File: config.mk
export PLATFORM = sky130hd
export DESIGN_NAME = synth_serial_loader
export DESIGN_NICKNAME = d
export VERILOG_FILES = /design/src/rtl/synth_loader_pkg.sv /design/src/rtl/synth_loader_sync.sv /design/src/rtl/synth_loader_shifter.sv /design/src/rtl/synth_loader_latches.sv /design/src/rtl/synth_serial_loader.sv
export SDC_FILE = /design/constraint.sdc
export NUM_CORES = 1
export LEC_CHECK = 0
export ABC_AREA = 1
export ABC_CLOCK_PERIOD_IN_PS = 2600
export CORE_MARGIN = 3
export CORE_UTILIZATION = 26
export DETAILED_ROUTE_END_ITERATION = 7
export PLACE_DENSITY_LB_ADDON = 0.1
export SYNTH_ARGS = -nofsm -noshare
export SYNTH_HDL_FRONTEND = slang
export SYNTH_SLANG_ARGS = --single-unit
export TNS_END_PERCENT = 30
File: constraint.sdc
create_clock -name clk -period 2.6 [get_ports clk]
set_input_delay 0.78 -clock clk [delete_from_list [all_inputs] [get_ports clk]]
set_output_delay 0.78 -clock clk [all_outputs]
set_load 0.02 [all_outputs]
File: src/rtl/synth_loader_pkg.sv
package synth_loader_pkg;
  // bit positions of the synchronised control vector
  localparam int CTL_SCLK  = 0;
  localparam int CTL_DATA  = 1;
  localparam int CTL_LE    = 2;
  localparam int CTL_NAR   = 3;
  localparam int CTL_STBY  = 4;
  localparam int CTL_W     = 5;
  // three flag bits sit above the reference count
  localparam int FLAG_BITS = 3;

  function automatic int ref_cnt_width(input int payload_w);
    return payload_w - FLAG_BITS;
  endfunction
endpackage

File: src/rtl/synth_loader_sync.sv
module synth_loader_sync #(
  parameter int W      = 5,
  parameter int STAGES = 2
) (
  input  logic         clk,
  input  logic         rst,
  input  logic [W-1:0] d_i,
  output logic [W-1:0] q_o
);
  logic [W-1:0] stg [STAGES];

  always_ff @(posedge clk) begin
    if (rst) begin
      for (int i = 0; i < STAGES; i++) stg[i] <= '0;
    end else begin
      stg[0] <= d_i;
      for (int i = 1; i < STAGES; i++) stg[i] <= stg[i-1];
    end
  end

  assign q_o = stg[STAGES-1];
endmodule

File: src/rtl/synth_loader_shifter.sv
module synth_loader_shifter #(
  parameter int SR_W = 19
) (
  input  logic            clk,
  input  logic            rst,
  input  logic            sclk_s,
  input  logic            data_s,
  input  logic            le_s,
  output logic [SR_W-1:0] sr_q,
  output logic            load_o
);
  logic sclk_prev, le_prev, bit_rise;

  always_ff @(posedge clk) begin
    if (rst) begin
      sclk_prev <= 1'b0;
      le_prev   <= 1'b0;
    end else begin
      sclk_prev <= sclk_s;
      le_prev   <= le_s;
    end
  end

  assign bit_rise = sclk_s & ~sclk_prev;
  assign load_o   = le_s & ~le_prev;

  always_ff @(posedge clk) begin
    if (rst)           sr_q <= '0;
    else if (bit_rise) sr_q <= {sr_q[SR_W-2:0], data_s};
  end

  // without a bit-clock edge the register holds
  a_r2_idle_hold: assert property (@(posedge clk) disable iff (rst)
    !bit_rise |=> $stable(sr_q));
  // bit-clock and strobe edges never coincide (input protocol)
  a_r2_edges_apart: assert property (@(posedge clk) disable iff (rst)
    !(bit_rise && load_o));
endmodule

File: src/rtl/synth_loader_latches.sv
module synth_loader_latches
  import synth_loader_pkg::*;
#(
  parameter int NARROW_W = 16,
  parameter int WIDE_W   = 18
) (
  input  logic                clk,
  input  logic                rst,
  input  logic                load_i,
  input  logic                narrow_i,
  input  logic [WIDE_W:0]     sr_i,
  output logic [WIDE_W-4:0]   ref_cnt_o,
  output logic                prescale_o,
  output logic                lock_en_o,
  output logic                test_o,
  output logic [WIDE_W-1:0]   main_cnt_o
);
  localparam int RW_N = ref_cnt_width(NARROW_W);
  localparam int RW_W = ref_cnt_width(WIDE_W);
  localparam int EXT  = RW_W - RW_N;
  localparam int MEXT = WIDE_W - NARROW_W;

  logic              sel_ref;
  logic [RW_W-1:0]   cnt_dec;
  logic [2:0]        flag_dec;   // {test, lock_en, prescale}
  logic [WIDE_W-1:0] main_dec;

  assign sel_ref = sr_i[0];

  always_comb begin
    if (narrow_i) begin
      cnt_dec  = {{EXT{1'b0}}, sr_i[RW_N:1]};
      flag_dec = sr_i[RW_N+3:RW_N+1];
      main_dec = {{MEXT{1'b0}}, sr_i[NARROW_W:1]};
    end else begin
      cnt_dec  = sr_i[RW_W:1];
      flag_dec = sr_i[RW_W+3:RW_W+1];
      main_dec = sr_i[WIDE_W:1];
    end
  end

  always_ff @(posedge clk) begin
    if (rst) begin
      ref_cnt_o  <= '0;
      prescale_o <= 1'b0;
      lock_en_o  <= 1'b0;
      test_o     <= 1'b0;
    end else if (load_i && sel_ref) begin
      ref_cnt_o  <= cnt_dec;
      prescale_o <= flag_dec[0];
      lock_en_o  <= flag_dec[1];
      test_o     <= flag_dec[2];
    end
  end

  always_ff @(posedge clk) begin
    if (rst)                   main_cnt_o <= '0;
    else if (load_i && !sel_ref) main_cnt_o <= main_dec;
  end

  // a reference load leaves the main count alone
  a_r3_main_kept: assert property (@(posedge clk) disable iff (rst)
    load_i && sel_ref |=> $stable(main_cnt_o));
  // a main load leaves the reference side alone
  a_r4_ref_kept: assert property (@(posedge clk) disable iff (rst)
    load_i && !sel_ref |=> $stable(ref_cnt_o) && $stable({test_o, lock_en_o, prescale_o}));
  // narrow reference load clears the unused count bits
  a_r5_narrow_top_zero: assert property (@(posedge clk) disable iff (rst)
    load_i && sel_ref && narrow_i |=> ref_cnt_o[RW_W-1:RW_N] == '0);
  // no strobe edge, no change
  a_r10_hold: assert property (@(posedge clk) disable iff (rst)
    !load_i |=> $stable(ref_cnt_o) && $stable(main_cnt_o)
                && $stable({test_o, lock_en_o, prescale_o}));
endmodule

File: src/rtl/synth_serial_loader.sv
module synth_serial_loader
  import synth_loader_pkg::*;
#(
  parameter int NARROW_W    = 16,
  parameter int WIDE_W      = 18,
  parameter int SYNC_STAGES = 2
) (
  input  logic              clk,
  input  logic              rst,
  input  logic              ser_clk_i,
  input  logic              ser_data_i,
  input  logic              ser_le_i,
  input  logic              narrow_sel_i,
  input  logic              stby_n_i,
  output logic [WIDE_W-4:0] ref_count_o,
  output logic              ref_prescale_o,
  output logic              ref_lock_en_o,
  output logic              ref_test_o,
  output logic [WIDE_W-1:0] main_count_o,
  output logic              div_active_o
);
  localparam int SR_W = WIDE_W + 1;

  logic [CTL_W-1:0] ctl_raw, ctl_s;
  logic [SR_W-1:0]  sr;
  logic             load;

  always_comb begin
    ctl_raw           = '0;
    ctl_raw[CTL_SCLK] = ser_clk_i;
    ctl_raw[CTL_DATA] = ser_data_i;
    ctl_raw[CTL_LE]   = ser_le_i;
    ctl_raw[CTL_NAR]  = narrow_sel_i;
    ctl_raw[CTL_STBY] = stby_n_i;
  end

  synth_loader_sync #(.W(CTL_W), .STAGES(SYNC_STAGES)) u_sync (
    .clk (clk), .rst (rst), .d_i (ctl_raw), .q_o (ctl_s)
  );

  synth_loader_shifter #(.SR_W(SR_W)) u_shift (
    .clk    (clk),
    .rst    (rst),
    .sclk_s (ctl_s[CTL_SCLK]),
    .data_s (ctl_s[CTL_DATA]),
    .le_s   (ctl_s[CTL_LE]),
    .sr_q   (sr),
    .load_o (load)
  );

  synth_loader_latches #(.NARROW_W(NARROW_W), .WIDE_W(WIDE_W)) u_latch (
    .clk        (clk),
    .rst        (rst),
    .load_i     (load),
    .narrow_i   (ctl_s[CTL_NAR]),
    .sr_i       (sr),
    .ref_cnt_o  (ref_count_o),
    .prescale_o (ref_prescale_o),
    .lock_en_o  (ref_lock_en_o),
    .test_o     (ref_test_o),
    .main_cnt_o (main_count_o)
  );

  always_ff @(posedge clk) begin
    if (rst) div_active_o <= 1'b0;
    else     div_active_o <= ctl_s[CTL_STBY];
  end

  // reset clears every output
  a_r1_reset_clear: assert property (@(posedge clk)
    rst |=> (ref_count_o == '0 && main_count_o == '0 && !div_active_o
             && !ref_prescale_o && !ref_lock_en_o && !ref_test_o));
  // while in standby with no load, held counts do not move
  a_r8_standby_retains: assert property (@(posedge clk) disable iff (rst)
    !div_active_o && !load |=> $stable(ref_count_o) && $stable(main_count_o));
endmodule

=== After elaboration in Yosys (flattened, before gate mapping) ===
Memory sizes are Yosys's and may differ from the RTL's.
Cells that the tools add are included.

* Memories: 1
* Bits in registers: 58
* Logic and storage cells: 27
* Output and inout port bits: 37
* Bits of input ports: 7
* Bits in writable memories: 10

* Bitwise gates (word level): 6
* Muxes and demuxes: 8
* Reduce and logical (&&, ||, !) cells: 3

{| class="wikitable"
|+ Memory list
! name !! words !! bits a word !! rd ports !! clocked after Yosys merged registers in !! write ports !! RTL line !! source
|-
| u_sync.stg || 2 || 5 || 2 || 0 || 2 || synth_loader_sync.sv:10 || <nowiki>logic [W-1:0] stg [STAGES];</nowiki>
|}

{| class="wikitable"
|+ Operator list
! operator !! count
|-
| $mux 18 || 1
|-
| $mux 15 || 1
|-
| $mux 5 || 2
|-
| $mux 1 || 3
|-
| $mux 3 || 1
|-
| $and 1x1->1 || 2
|-
| $logic_and 1x1->1 || 2
|-
| $not 1->1 || 2
|-
| $or 1x1->1 || 2
|-
| $logic_not 1->1 || 1
|}

=== Longest topological paths before layout ===
* Depth in word-level cells: 3
* Mapped depth: 6

=== Cells and area by module ===
From an unflattened synthesis, not the netlist that was laid out.

* Cell total of the unflattened synthesis: 349
* Area total of the unflattened synthesis: 2643.8 um^2

{| class="wikitable"
|+ By module, submodules not included
! module !! seq. area each (um^2) !! cells each !! area each (um^2) !! instances
|-
| synth_loader_latches || 720.7 || 181 || 1411.4 || 1
|-
| synth_loader_shifter || 420.4 || 129 || 878.3 || 1
|-
| synth_loader_sync || 200.2 || 36 || 324.1 || 1
|-
| synth_serial_loader || 20.0 || 3 || 30.0 || 1
|}

=== Least setup slack after synthesis ===
Ideal clock, no wire load.

* Path type: input to register
* Start point: input rst
* End point: register u_shift.sr_q[15]
* Cell stages on the path: 4
* Setup time: 0.064 ns
* Setup slack: 1.346 ns
* Arrival: 1.190 ns
* Data required time: 2.536 ns
* Cells stage by stage: inv_2 -> buf_2 -> o21ai_0 -> nor2_1

{| class="wikitable"
|+ RTL lines
! item !! RTL line !! source
|-
| from (decl) || synth_serial_loader.sv:9 || <nowiki>input logic rst,</nowiki>
|-
| to (signal assigned) || synth_loader_shifter.sv:29 || <nowiki>else if (bit_rise) sr_q <= {sr_q[SR_W-2:0], data_s};</nowiki>
|-
| to (decl) || synth_loader_shifter.sv:9 || <nowiki>output logic [SR_W-1:0] sr_q,</nowiki>
|}

=== Final worst setup path ===
* Start point: register u_latch.ref_cnt_o[0]
* End point: output ref_count_o[0]

{| class="wikitable"
|+ RTL lines
! item !! RTL line !! source
|-
| from (decl) || synth_loader_latches.sv:12 || <nowiki>output logic [WIDE_W-4:0] ref_cnt_o,</nowiki>
|-
| from (signal assigned) || synth_loader_latches.sv:49 || <nowiki>ref_cnt_o <= cnt_dec;</nowiki>
|-
| to (decl) || synth_serial_loader.sv:15 || <nowiki>output logic [WIDE_W-4:0] ref_count_o,</nowiki>
|}

No word-level cell between the ends.

==> flow_metrics.tcl <==
set metrics [dict create \
    grtUsageTotal_pct 10.1 \
    synthFlopType "dfxtp_1" \
    synth_mux_area_share_pct 0 \
    crit_cells 1 \
    grt_max_degree 37 \
    postCtsSetupBuffers 0 \
    root_buffer "clkbuf_8" \
    maxSlewHeadroom_pct 58.9 \
    cts.htree.levels 3 \
    rsz0062_at_grt "no" \
    arrival_ns 1.30 \
    synthAdderAreaFrac_pct 0 \
    die_h_um 106 \
    dp_hpwl_mm 3.34 \
    cts_buffers 9 \
    clk_latency_ns 0.34 \
    yosysTopAreaCell "dfxtp_1" \
    synth_edf_count 0 \
    drv_cap 0 \
    min_path_cells 2 \
    synth_top_family_by_area "simple AND/OR/NAND/NOR gates" \
    drv_slew 0 \
    instances_no_fill 544 \
    postCtsHoldBufs 0 \
    worst_pin_slew_ns 0.614 \
    grt-ovfl-total 0 \
    period_share_pct 80.0 \
    hold_class "reg -> reg" \
    syn_area_um2 2600 \
    die-area_um2 11200 \
    coreArea_um2 9460 \
    grt_pass1_wl_mm 9.09 \
    clkSinkCount 68 \
    vias 2100 \
    grt_antenna_before_repair 0 \
    syn_nets 377 \
    synth_xor_area_share_pct 0 \
    yosys-top-cells-count "nor2_1 (127), nand2_1 (76), dfxtp_1 (68)" \
    synthCells 370 \
    yosysMostFrequentCell "nor2_1" \
    fin_crit_ns 2.08 \
    drtPass1Iterations 4 \
    min_to "u_sync.stg[0][7]" \
    synthTopCellsByArea "dfxtp_1 (52%), nor2_1 (18%), nand2_1 (11%)" \
    cp_cell_sequence "clkdlybuf4s50_1" \
    max_freq_ghz 0.481 \
    yosys.area_share.simple_pct 30.7 \
    diodes 0 \
    leakagePower_nw 1.58 \
    startpoint_type "flop" \
    crit-reg2reg-capture "u_shift.sr_q[12]" \
    clockBufferDepth 2 \
    hp-start "u_sync.stg[0][2]" \
    pre_cts_slack_ns 0.495 \
    gp_congestion 0.690 \
    p_total_mw 2.25 \
    r2r_start "u_shift.sclk_prev" \
    io_pins 44 \
    yosysSeqAreaShare_pct 52.4 \
    vdd_drop_max_mv 0.308 \
    ff2ff_setup_slack_ns 0.71 \
    cts_tree "yes" \
    setup_violations 0 \
    grt_pass1_vias 1996 \
    viasPerCell 3.86 \
    area_growth_pct 28.0 \
    slowest_delay_ns 0.62 \
    crit_required_ns 1.82 \
    end_kind "output port" \
    die_x_um 106 \
    worstRegToRegCells 5 \
    ys_warn_count 0 \
    critPathTopFamily "buffers and inverters" \
    dpl.cell_count 528 \
    avgSynthCellArea_um2 7.03 \
    crit_buf_inv 1 \
    drtIter0Drc 77 \
    fin_nets 417 \
    wire_per_inst_um 9.74 \
    status "completed" \
    ant_nets 0 \
    synthDistinctLibCells 14 \
    routed_wl_mm 5.30 \
    p_per_area_nw_per_um2 675 \
    drive_gt1_share_pct 4.58 \
    start_util_pct 27.5 \
    synth_compound_area_share_pct 4.23 \
    clock_skew_ns 0.0118 \
    netlist.area_leader.share_pct 52.4 \
    io_buffers 43 \
    path_clk_slew_ns 0.07 \
    worst-setup-path-type "reg -> out" \
    async_flop_share_pct 0 \
    cts_resized 0 \
    cp_slowest_cell "clkdlybuf4s50_1" \
    worst_slack_ns 0.520 \
    crit_fanout 2 \
    ys_seq_elements 68 \
    drc 0 \
    rows 35 \
    tns_ns 0 \
    hold_violations 0 \
]
-- placed cells by master (no fill, tap or decap), drive strengths merged --
cell type / Yosys / routed
nand3: 2 / 2
clkinvlp: 0 / 1
nor2: 127 / 127
clkdlybuf4s50: 0 / 43
nand2: 76 / 76
o21ai: 22 / 22
bufinv: 0 / 2
clkinv: 1 / 2
dfxtp: 68 / 68
buf: 13 / 2
inv: 58 / 58
clkbuf: 3 / 12
-- metal layers --
metal  vias up  share of wire [%]  track usage [%]
li1       1150                  -                -
met1       914                 50             12.0
met2        34                 45             16.5
met3         2                4.8             4.49
met4         0               0.66             3.05
met5         -                  0                0
-- stage by stage --
stage	instance area (um^2)	util [%]	hold WS [ns]
2_1_floorplan	2600	-	0.388
3_3_place_gp	3110	32.9	0.390
3_5_place_dp	3110	32.9	0.395
4_1_cts	3330	35.2	0.407
5_1_grt	3330	35.2	0.420
6_report	3330	35.2	0.404
-- registers in the layout, indices dropped and copies added, names as in the netlist --
signal / flops
u_latch.prescale_o: 1
u_latch.main_cnt_o: 18
u_shift.sr_q: 19
u_shift.le_prev: 1
u_sync.stg: 10
u_shift.sclk_prev: 1
div_active_o: 1
u_latch.ref_cnt_o: 15
u_latch.lock_en_o: 1
u_latch.test_o: 1
-- cell type report --
| type | count | area (um^2) |
|---|---|---|
| Clock buffer | 12 | 145 |
| Timing Repair Buffer | 45 | 458 |
| Fill cell | 1052 | 6130 |
| Clock inverter | 4 | 72.6 |
| Sequential cell | 68 | 1360 |
| Tap cell | 129 | 161 |
| Multi-Input combinational cell | 227 | 907 |
| Inverter | 59 | 221 |
-- cells by family after synthesis --
kind of cell / count (synthesis)
simple gates: 205
buf+inv: 75
flops: 68
compound gates: 22
-- tightest hold or removal path: stages, from the launching register on --
cell,delay (ns)
dfxtp_1,0.30
inv_1,0.04
nor2_1,0.03
-- where the power goes --
part	internal [mW]	total, mW	leakage [nW]	switching (mW)
logic	0.0737	0.173	0.920	0.0997
registers	1.08	1.11	0.554	0.0290
clock network	0.566	0.961	0.107	0.396
-- worst max path at each step --
stage / start / endpoint / slack (ns)
after CTS: u_latch.ref_cnt_o[0] / ref_count_o[0] / 0.48
after detailed placement: rst / u_shift.sr_q[15] / 0.49
after global routing: u_shift.sclk_prev / u_shift.sr_q[15] / 0.44
after global placement: rst / u_shift.sr_q[10] / 0.54
final: u_latch.ref_cnt_o[0] / ref_count_o[0] / 0.52
after floorplan: rst / u_shift.sr_q[15] / 1.35
Note: power is estimated with default switching activity, not from simulation.
